[src/rtl/adc_seq_pkg.sv]
package adc_seq_pkg;

  typedef enum logic [1:0] {
    PH_IDLE    = 2'd0,
    PH_SAMPLE  = 2'd1,
    PH_CONVERT = 2'd2
  } phase_e;

  localparam logic [2:0] SRC_SOFT = 3'b000;
  localparam logic [2:0] SRC_EXT  = 3'b001;
  localparam logic [2:0] SRC_TMR  = 3'b010;
  localparam logic [2:0] SRC_AUTO = 3'b111;

endpackage

[src/rtl/adc_clkdiv.sv]
// Conversion-clock tick generator: one tick per (clk_sel + 1) fast clocks,
// restarted at every phase boundary.
module adc_clkdiv #(
  parameter int ADCS_W = 6
) (
  input  logic              clk,
  input  logic              rst_n,
  input  logic              run,
  input  logic              restart,
  input  logic [ADCS_W-1:0] clk_sel,
  output logic              tick
);

  logic [ADCS_W-1:0] cnt;

  assign tick = run && (cnt >= clk_sel);

  always_ff @(posedge clk) begin
    if (!rst_n) begin
      cnt <= '0;
    end else if (restart || !run || tick) begin
      cnt <= '0;
    end else begin
      cnt <= cnt + 1'b1;
    end
  end

endmodule

[src/rtl/adc_trig_sel.sv]
// Decodes the source field into a conversion trigger (not yet gated by enable).
module adc_trig_sel
  import adc_seq_pkg::*;
(
  input  logic [2:0] src,
  input  logic       sampling,
  input  logic       samp,
  input  logic       tmr_evt,
  input  logic       ext_evt,
  input  logic       samp_expire,
  output logic       is_auto,
  output logic       trig,
  output logic       auto_start
);

  assign is_auto    = (src == SRC_AUTO);
  assign auto_start = sampling && is_auto && samp_expire;

  always_comb begin
    case (src)
      SRC_SOFT: trig = sampling && !samp;
      SRC_EXT:  trig = sampling && ext_evt;
      SRC_TMR:  trig = sampling && tmr_evt;
      SRC_AUTO: trig = auto_start;
      default:  trig = 1'b0;
    endcase
  end

endmodule

[src/rtl/adc_seq_fsm.sv]
// Phase sequencer: idle / acquisition / conversion, with tick counting.
module adc_seq_fsm
  import adc_seq_pkg::*;
#(
  parameter int SAMC_W    = 5,
  parameter int CNV_TICKS = 14,
  localparam int CNT_W    = (SAMC_W > $clog2(CNV_TICKS)) ? SAMC_W : $clog2(CNV_TICKS)
) (
  input  logic              clk,
  input  logic              rst_n,
  input  logic              en,
  input  logic              samp,
  input  logic              is_auto,
  input  logic              trig,
  input  logic              tick,
  input  logic [SAMC_W-1:0] samp_cnt,
  output phase_e            phase,
  output logic              phase_start,
  output logic              acq_start,
  output logic              samp_expire,
  output logic              conv_done
);

  // Acquisition length in ticks, never less than one.
  function automatic logic [CNT_W-1:0] samp_len(input logic [SAMC_W-1:0] v);
    samp_len = (v == '0) ? CNT_W'(1) : CNT_W'(v);
  endfunction

  phase_e            nxt;
  logic [CNT_W-1:0]  tcnt;
  logic [CNT_W-1:0]  samp_last;

  assign samp_last   = samp_len(samp_cnt) - CNT_W'(1);
  assign samp_expire = (phase == PH_SAMPLE) && tick && (tcnt == samp_last);
  assign conv_done   = en && (phase == PH_CONVERT) && tick &&
                       (tcnt == CNT_W'(CNV_TICKS - 1));

  always_comb begin
    nxt = phase;
    if (!en) begin
      nxt = PH_IDLE;
    end else begin
      case (phase)
        PH_IDLE:    if (samp || is_auto) nxt = PH_SAMPLE;
        PH_SAMPLE:  if (trig) nxt = PH_CONVERT;
        PH_CONVERT: if (conv_done) nxt = is_auto ? PH_SAMPLE : PH_IDLE;
        default:    nxt = PH_IDLE;
      endcase
    end
  end

  assign phase_start = (nxt != phase);
  assign acq_start   = (phase == PH_IDLE) && (nxt == PH_SAMPLE);

  always_ff @(posedge clk) begin
    if (!rst_n) begin
      phase <= PH_IDLE;
      tcnt  <= '0;
    end else begin
      phase <= nxt;
      if (phase_start || phase == PH_IDLE) begin
        tcnt <= '0;
      end else if (tick) begin
        tcnt <= tcnt + 1'b1;
      end
    end
  end

endmodule

[src/rtl/adc_trig_seq.sv]
module adc_trig_seq
  import adc_seq_pkg::*;
#(
  parameter int RES_W     = 10,
  parameter int SAMC_W    = 5,
  parameter int ADCS_W    = 6,
  parameter int CNV_TICKS = 14
) (
  input  logic              clk,
  input  logic              rst_n,
  input  logic              en_i,
  input  logic              samp_i,
  input  logic [2:0]        src_i,
  input  logic [SAMC_W-1:0] samp_cnt_i,
  input  logic [ADCS_W-1:0] clk_sel_i,
  input  logic              tmr_evt_i,
  input  logic              ext_evt_i,
  input  logic [RES_W-1:0]  conv_data_i,
  input  logic              buf_wr_i,
  input  logic [RES_W-1:0]  buf_wdata_i,
  output logic [RES_W-1:0]  buf_o,
  output logic              done_pulse_o,
  output logic              done_o,
  output logic              sampling_o,
  output logic              converting_o
);

  // Named internal events, used by the bound checker.
  phase_e phase;
  logic   phase_start;
  logic   acq_start;
  logic   samp_expire;
  logic   conv_done;
  logic   conv_tick;
  logic   is_auto;
  logic   trig_fire;
  logic   auto_start;
  logic   div_run;

  assign sampling_o   = (phase == PH_SAMPLE);
  assign converting_o = (phase == PH_CONVERT);
  assign div_run      = sampling_o || converting_o;

  adc_clkdiv #(.ADCS_W(ADCS_W)) u_div (
    .clk     (clk),
    .rst_n   (rst_n),
    .run     (div_run),
    .restart (phase_start),
    .clk_sel (clk_sel_i),
    .tick    (conv_tick)
  );

  adc_trig_sel u_sel (
    .src         (src_i),
    .sampling    (sampling_o),
    .samp        (samp_i),
    .tmr_evt     (tmr_evt_i),
    .ext_evt     (ext_evt_i),
    .samp_expire (samp_expire),
    .is_auto     (is_auto),
    .trig        (trig_fire),
    .auto_start  (auto_start)
  );

  adc_seq_fsm #(.SAMC_W(SAMC_W), .CNV_TICKS(CNV_TICKS)) u_fsm (
    .clk         (clk),
    .rst_n       (rst_n),
    .en          (en_i),
    .samp        (samp_i),
    .is_auto     (is_auto),
    .trig        (trig_fire),
    .tick        (conv_tick),
    .samp_cnt    (samp_cnt_i),
    .phase       (phase),
    .phase_start (phase_start),
    .acq_start   (acq_start),
    .samp_expire (samp_expire),
    .conv_done   (conv_done)
  );

  always_ff @(posedge clk) begin
    if (!rst_n) begin
      buf_o        <= '0;
      done_pulse_o <= 1'b0;
      done_o       <= 1'b0;
    end else begin
      done_pulse_o <= conv_done;
      if (conv_done) begin
        buf_o <= conv_data_i;
      end else if (buf_wr_i) begin
        buf_o <= buf_wdata_i;
      end
      if (conv_done) begin
        done_o <= 1'b1;
      end else if (acq_start) begin
        done_o <= 1'b0;
      end
    end
  end

endmodule

[config.mk]
export PLATFORM = sky130hd
export DESIGN_NAME = adc_trig_seq
export DESIGN_NICKNAME = d
export VERILOG_FILES = /design/src/rtl/adc_seq_pkg.sv /design/src/rtl/adc_clkdiv.sv /design/src/rtl/adc_trig_sel.sv /design/src/rtl/adc_seq_fsm.sv /design/src/rtl/adc_trig_seq.sv
export SDC_FILE = /design/constraint.sdc
export NUM_CORES = 1
export LEC_CHECK = 0
export ABC_AREA = 1
export BUFFER_PORTS_ARGS = -buffer_cell sky130_fd_sc_hd__buf_2
export CAP_MARGIN = 30
export CORE_MARGIN = 10
export CORE_UTILIZATION = 51
export DETAILED_ROUTE_END_ITERATION = 10
export GPL_TIMING_DRIVEN = 0
export PLACE_DENSITY = 0.8
export SLEW_MARGIN = 20
export SYNTH_ARGS = -nofsm -noshare
export SYNTH_HDL_FRONTEND = slang
export SYNTH_SLANG_ARGS = --single-unit
export TNS_END_PERCENT = 1
[constraint.sdc]
create_clock -name clk -period 2.4 [get_ports clk]
set_clock_uncertainty 0.15 [all_clocks]
set_input_delay 0.12 -clock clk [delete_from_list [all_inputs] [get_ports clk]]
set_output_delay 0.12 -clock clk [all_outputs]
set_load 0.02 [all_outputs]
* Word level (Yosys, flattened, before mapping)
Cells that the tools add are included.
** Cells by class
- Equality and inequality tests :: 9
- Div/mod/pow operators :: 0
- Magnitude comparators :: 1
- Add/sub/neg operators :: 3
- Mux-type cells :: 12
- Shifts and indexed selects :: 0
- Bitwise operators :: 1
- Reduce and logical (&&, ||, !) cells :: 26
- $mul :: 0
** Operators by type and width (count)
- 10-bit two-way mux :: 2
- 1-bit logical AND :: 12
- 2-bit two-way mux :: 4
- 6-bit by 1-bit adder with 6-bit output (second input constant) :: 1
- 6-bit greater-or-equal comparator :: 1
- 2-bit one-hot mux with 3 select lines :: 1
- 5-bit by 1-bit adder with 5-bit output (second input constant) :: 1
- 5-bit by 4-bit equality test with 1-bit output (second input constant) :: 1
- 5-bit equality test :: 1
- 5-bit zero test :: 1
- 1-bit logical OR :: 5
- 5-bit two-way mux :: 1
- 5-bit by 1-bit subtractor with 5-bit output (second input constant) :: 1
- 2-bit by 1-bit equality test with 1-bit output (second input constant) :: 2
- 1-bit one-hot mux with 4 select lines :: 1
- 2-bit nonzero test :: 2
- 2-bit OR reduction :: 2
- 3-bit by 1-bit equality test with 1-bit output (second input constant) :: 1
- 3-bit by 2-bit equality test with 1-bit output (second input constant) :: 1
- 3-bit equality test (second input constant) :: 1
- 3-bit zero test :: 1
- 1-bit two-way mux :: 3
- 2-bit equality test (second input constant) :: 1
- 1-bit zero test :: 2
- 3 further kinds :: 3
** Storage, ports and cells
- Latch bits :: 0
- Flip-flop bits (word level) :: 25
- Memories kept :: 0
- Bits of input ports :: 41
- Output and inout bits :: 14
- Memory bits (read-only) :: 0
- RAM bits :: 0
- Logic and storage cells :: 58

* Longest topological paths before layout
- Depth after elaboration :: 14
- Depth in mapped cells :: 20
- Mapped depth without buffers :: 20

* Modules after synthesis
From an unflattened synthesis, not the netlist that was laid out.
** Unflattened totals
- Cells, all modules :: 253
- Area total of the unflattened synthesis :: 1734.2 um^2
** Modules (own cells, without submodules)
- adc_seq_fsm :: area an instance 634.4 um^2, cells each 92, times used 1
- adc_trig_seq :: area an instance 590.6 um^2, cells each 86, times used 1
- adc_clkdiv :: area an instance 427.9 um^2, cells each 58, times used 1
- adc_trig_sel :: area an instance 81.3 um^2, cells each 17, times used 1

* Worst setup path before layout
OpenSTA, ideal clock, no wires.
- Kind :: register to register
- Start :: reg u_fsm.phase[0]
- End :: reg u_div.cnt[5]
- Slack :: 0.372 ns
- Cell stages (with the launch flop) :: 12
- Arrival time :: 1.762 ns
- Required time :: 2.134 ns
- Cell sequence :: dfxtp_1 -> inv_1 -> ha_1 -> nand4_1 -> nor2_2 -> nand3_4 -> nand2_1 -> nand3_1 -> nand3_2 -> nand3_2 -> nand4_4 -> nor2_1
** On the way
- Word-level cells in the longest chain between the ends :: 14
- Elaborated cells between the ends (all ways) :: 26
- Classes of those cells :: 3 x eq/ne; 6 x mux; 17 x reduce/logical
** RTL lines
- start: declaration :: line adc_seq_fsm.sv:17 : output phase_e phase,
- start signal: assignment :: line adc_seq_fsm.sv:60 : phase <= nxt;
- 2-bit equality test (*) :: line adc_trig_seq.sv:41 : assign converting_o = (phase == PH_CONVERT);
- net converting_o :: line adc_trig_seq.sv:25 : output logic converting_o
- 1-bit logical OR :: line adc_trig_seq.sv:42 : assign div_run = sampling_o || converting_o;
- 1-bit logical AND :: line adc_clkdiv.sv:16 : assign tick = run && (cnt >= clk_sel);
- 1-bit logical AND (2 in series) :: line adc_seq_fsm.sv:34 : assign samp_expire = (phase == PH_SAMPLE) && tick && (tcnt == samp_last);
- 1-bit logical AND :: line adc_trig_sel.sv:17 : assign auto_start = sampling && is_auto && samp_expire;
- 1-bit one-hot mux with 4 select lines :: line adc_trig_sel.sv:20 : case (src)
- 2-bit two-way mux :: line adc_seq_fsm.sv:45 : PH_SAMPLE: if (trig) nxt = PH_CONVERT;
- 2-bit one-hot mux with 3 select lines :: line adc_seq_fsm.sv:43 : case (phase)
- 2-bit two-way mux :: line adc_seq_fsm.sv:40 : if (!en) begin
- 2-bit != test :: line adc_seq_fsm.sv:52 : assign phase_start = (nxt != phase);
- 1-bit logical OR :: line adc_clkdiv.sv:21 : end else if (restart || !run || tick) begin
- 1-bit logical OR (*) :: line adc_clkdiv.sv:21
- 2-bit OR reduction (no source line) (*)
- end signal: assignment :: line adc_clkdiv.sv:24 : cnt <= cnt + 1'b1;
- end: declaration :: line adc_clkdiv.sv:14 : logic [ADCS_W-1:0] cnt;
The timed path passes the listed nets; every way through them passes the cells marked *.
A chain may end at the register's enable or synchronous reset.

* Worst setup path in the final report
- Start :: reg u_div.cnt[3]
- End :: reg buf_o[6]
** On the way
- Word-level cells in the longest chain between the ends :: 5
- Elaborated cells between the ends (all ways) :: 6
- Classes of those cells :: 1 x order compare; 1 x mux; 4 x reduce/logical
** RTL lines
- 6-bit greater-or-equal comparator (*) :: line adc_clkdiv.sv:16
- 1-bit logical AND (*) :: line adc_clkdiv.sv:16
- 1-bit logical AND (*) (2 in series) :: line adc_seq_fsm.sv:35 : assign conv_done = en && (phase == PH_CONVERT) && tick &&
- 10-bit two-way mux or 2-bit nonzero test (tied branches)
- end signal: assignment :: line adc_trig_seq.sv:89 : buf_o <= conv_data_i;
- end signal: assignment :: line adc_trig_seq.sv:91 : buf_o <= buf_wdata_i;
- end: declaration :: line adc_trig_seq.sv:21 : output logic [RES_W-1:0] buf_o,
Every way passes the cells marked *; elsewhere a longest branch is shown, timed or not.

==> Flow_metrics.wiki <==
{| class="wikitable"
! Metric !! Value
|-
| Run status || finished clean
|-
| Internal power of the cells || 0.000578 W
|-
| Clock tree root buffer cell || clkbuf_4
|-
| Final Cycle Share || 91.5%
|-
| Clock period minus worst slack || 2.20 ns
|-
| Antenna violations before repair || 0
|-
| Placer Congestion || 0.840
|-
| Dpl cells || 351
|-
| Clock buffers created by TritonCTS || 3
|-
| Async set-reset flop share out of synthesis || 0%
|-
| Max Freq || 455 MHz
|-
| Leading cell type by number of instances after synthesis || nand2_1
|-
| Final hold vios || 0
|-
| NetSw || 0.000233 W
|-
| Stage delay of the slowest cell on the critical path || 0.42 ns
|-
| Clock Latency Late Sink || 0.32 ns
|-
| N_diodes || 0
|-
| Synth-to-Final Area Change || 33.6%
|-
| Slowest stage cell on the critical path || dfxtp_1
|-
| Synth area leaders || dfxtp_1, nand2_1, ha_1
|-
| IO Pins || 55
|-
| Critical path fanouts, max || 10
|-
| Violation count after the first detailed-route iteration || 96
|-
| Floorplan die height || 77.9 microns
|-
| Share of synthesized area occupied by flip-flops and latches || 29.2%
|-
| Slew at the pin closest to its max-slew limit || 0.432 ns
|-
| Clock-pin slew on the worst setup and hold paths || 0.13 ns
|-
| Total of flip-flops plus latches after synthesis || 25
|-
| Proportion of power drawn by combinational gates || 23.8%
|-
| Vias per cell || 4.80
|-
| Buffer levels on the longest clock path || 2
|-
| Yosys warning count || 0
|-
| Die Outline Area || 0.00607 sq mm
|-
| Leading register cell type out of synthesis || dfxtp_1
|-
| Post-placement cell area || 0.00204 sq mm
|-
| Number of fill cells in the layout || 254
|-
| Layout net count || 388
|-
| Placement Rows || 20
|-
| Share of power burned in the clock network || 22.8%
|-
| Sequential power share || 53.4%
|-
| Startpoint class of the critical path || register
|-
| Lkg Pwr || 1.17 nW
|-
| Average routed wire per standard cell || 12.1 microns
|-
| Clock Sink Count || 25
|-
| Wire length of the first global-routing pass || 7.96 mm
|-
| DR pass1 iterations || 4
|-
| Critical path's top delay family || simple AND/OR/NAND/NOR gates
|-
| Setup violations, final || 0
|-
| RSZ-0062 raised after global routing || false
|-
| Core ar. || 0.00313 sq mm
|-
| Fraction of power spent switching nets || 28.7%
|-
| Most numerous cell on the critical path || nand2_1
|-
| Netlist Area Pre-Place || 0.00171 sq mm
|-
| Quantity of I/O buffers inserted on ports || 54
|-
| Sum of buffers and inverters on the critical path || 1
|-
| Overall fraction of global-route tracks in use || 15.1%
|-
| Top cells by count, synth || nand2_1, inv_1, nand3_1
|-
| Largest net degree at the start of global routing || 15
|-
| Average size of a mapped cell || 6.77 sq um
|-
| TritonCTS clock tree || done
|-
| Flip-flop and latch area || 503 sq um
|-
| Max-cap violation count || 0
|-
| Setup TNS || 0 ns
|-
| Share of post-route cells with drive strength above 1 || 23.5%
|-
| Worst voltage drop across the vdd grid || 0.309 mV
|-
| EDFF count, synth || 0
|-
| Crit end category || register
|-
| Vias in the first global route || 1870
|-
| Power density cells || 355 mW/mm^2
|-
| HPWL Detailed || 3.27 mm
|-
| Chain of cells forming the critical path || ha_1 -> nand2_1 -> nand2_1 -> a21oi_2 -> nand2_2 -> nand3_4 -> clkbuf_1 -> nand3_1 -> a31oi_1
|-
| Hold WC Path Type || input pin to register
|-
| Cell type with the largest total area after synthesis || dfxtp_1
|-
| Portion of synthesized cell area occupied by the leading cell type || 29.2%
|-
| Routed vias || 1805
|-
| Cells after synthesis || 253
|-
| Starting density of the core || 54.7%
|-
| Remaining global-route overflow || 0
|-
| Worst endpoint data arrival time || 2.29 ns
|-
| Unique cell type count in the Yosys netlist || 25
|-
| H-Tree Level Count || 1
|-
| Post-route cell area || 0.00229 sq mm
|-
| Max-slew violations || 0
|-
| Area of the multi-input gates || 0.00104 sq mm
|-
| Non-filler instance count after layout || 376
|-
| Die extent in x || 77.9 microns
|-
| Tightest slew margin relative to the limit || 71.2%
|-
| Number of remaining DRC errors || 0
|-
| Endpoint required time on the critical path || 2.50 ns
|-
| Final Routed Wirelength || 4.57 mm
|-
| Category of the critical setup timing path || register to register
|-
| Post-synthesis net count || 308
|-
| Residual antenna-violating net count after detailed routing || 0
|}
[metrics by stage]
| step | power [W] | util, % | hold WS (ns) | worst slack (ns) |
|---|---|---|---|---|
| after floorplan | 0.000542 | - | 0.130 | 0.372 |
| after global placement | 0.000600 | 65.1 | 0.248 | 0.281 |
| after detailed placement | 0.000603 | 65.1 | 0.249 | 0.249 |
| after CTS | 0.000813 | 72.7 | 0.0888 | 0.214 |
| after global routing | 0.000858 | 73.1 | 0.131 | 0.0173 |
| final | 0.000811 | 73.1 | 0.0857 | 0.204 |
[timing repair]
action	in CTS	in global routing
endpoints found under the setup margin	0	11
hold buffers	21	0
setup buffers	0	0
endpoints found under the hold margin	11	0
resized for setup	0	4
[registers in the layout, indices dropped and copies added (netlist names)]
signal,flops
buf_o,10
done_o,1
done_pulse_o,1
u_div.cnt,6
u_fsm.phase,2
u_fsm.tcnt,5
[final timing paths]
check | slack, ns | start | to | depth (start not counted)
min reg2reg | 0.29 | u_div.cnt[0] | u_div.cnt[0] | 1
min | 0.09 | en_i | u_fsm.phase[0] | 5
max | 0.20 | u_div.cnt[3] | buf_o[6] | 9
max reg2reg | 0.20 | u_div.cnt[3] | buf_o[6] | 9
[final cells by class]
class	count	share of cell area [%]
plain buffers	4	0.657
clock buffers	3	0.985
clock inverters	1	0.219
inverters	45	7.39
multi-input cells	179	45.3
flip-flops and latches	25	22.0
well taps	44	2.41
repair buffers	75	21.0
[logic make-up (layout without fill, tap and decap cells)]
group / Yosys count / in the layout / share of synthesized area (%)
DFF: 25 / 25 / 29.2
adders and majority gates: 14 / 14 / 10.2
xor gates and xnor gates: 8 / 8 / 4.09
and+or+nand+nor: 141 / 141 / 39.9
buffers and inverters: 49 / 128 / 10.7
AOI/OAI and AO/OA: 16 / 16 / 5.77
[placed cells by master, fill, tap and decap left out, drive strengths merged]
cell	count
a31oi	10
dfxtp	25
nor3	2
clkbuf	7
ha	14
xnor2	2
buf	54
a21oi	4
xor2	6
dlygate4sd3	21
inv	43
nor2	29
nand2	65
nand3	37
o22ai	2
clkinv	3
nand4	6
nand3b	2
[tightest hold or removal path, cell delays in order]
cell	delay, ns
buf_2	0.11
inv_1	0.05
nor2_1	0.08
nand2_2	0.12
nor2_1	0.04
[layer usage]
metal / vias up / global-route usage (%) / part of all wire [%]
met5: - / 0 / 0
met4: 0 / 3.41 / 1.1
met3: 6 / 8.29 / 12
met2: 61 / 24.3 / 43
met1: 769 / 17.2 / 44
li1: 969 / - / -
[power groups by stage]
stage	registers [W]	logic, W	clock network (W)
2_1_floorplan	0.000453	0.0000891	0
3_3_place_gp	0.000441	0.000159	0
3_5_place_dp	0.000442	0.000162	0
4_1_cts	0.000432	0.000188	0.000193
5_1_grt	0.000434	0.000218	0.000205
6_report	0.000433	0.000193	0.000185
Note: power is estimated with default switching activity, not from simulation.
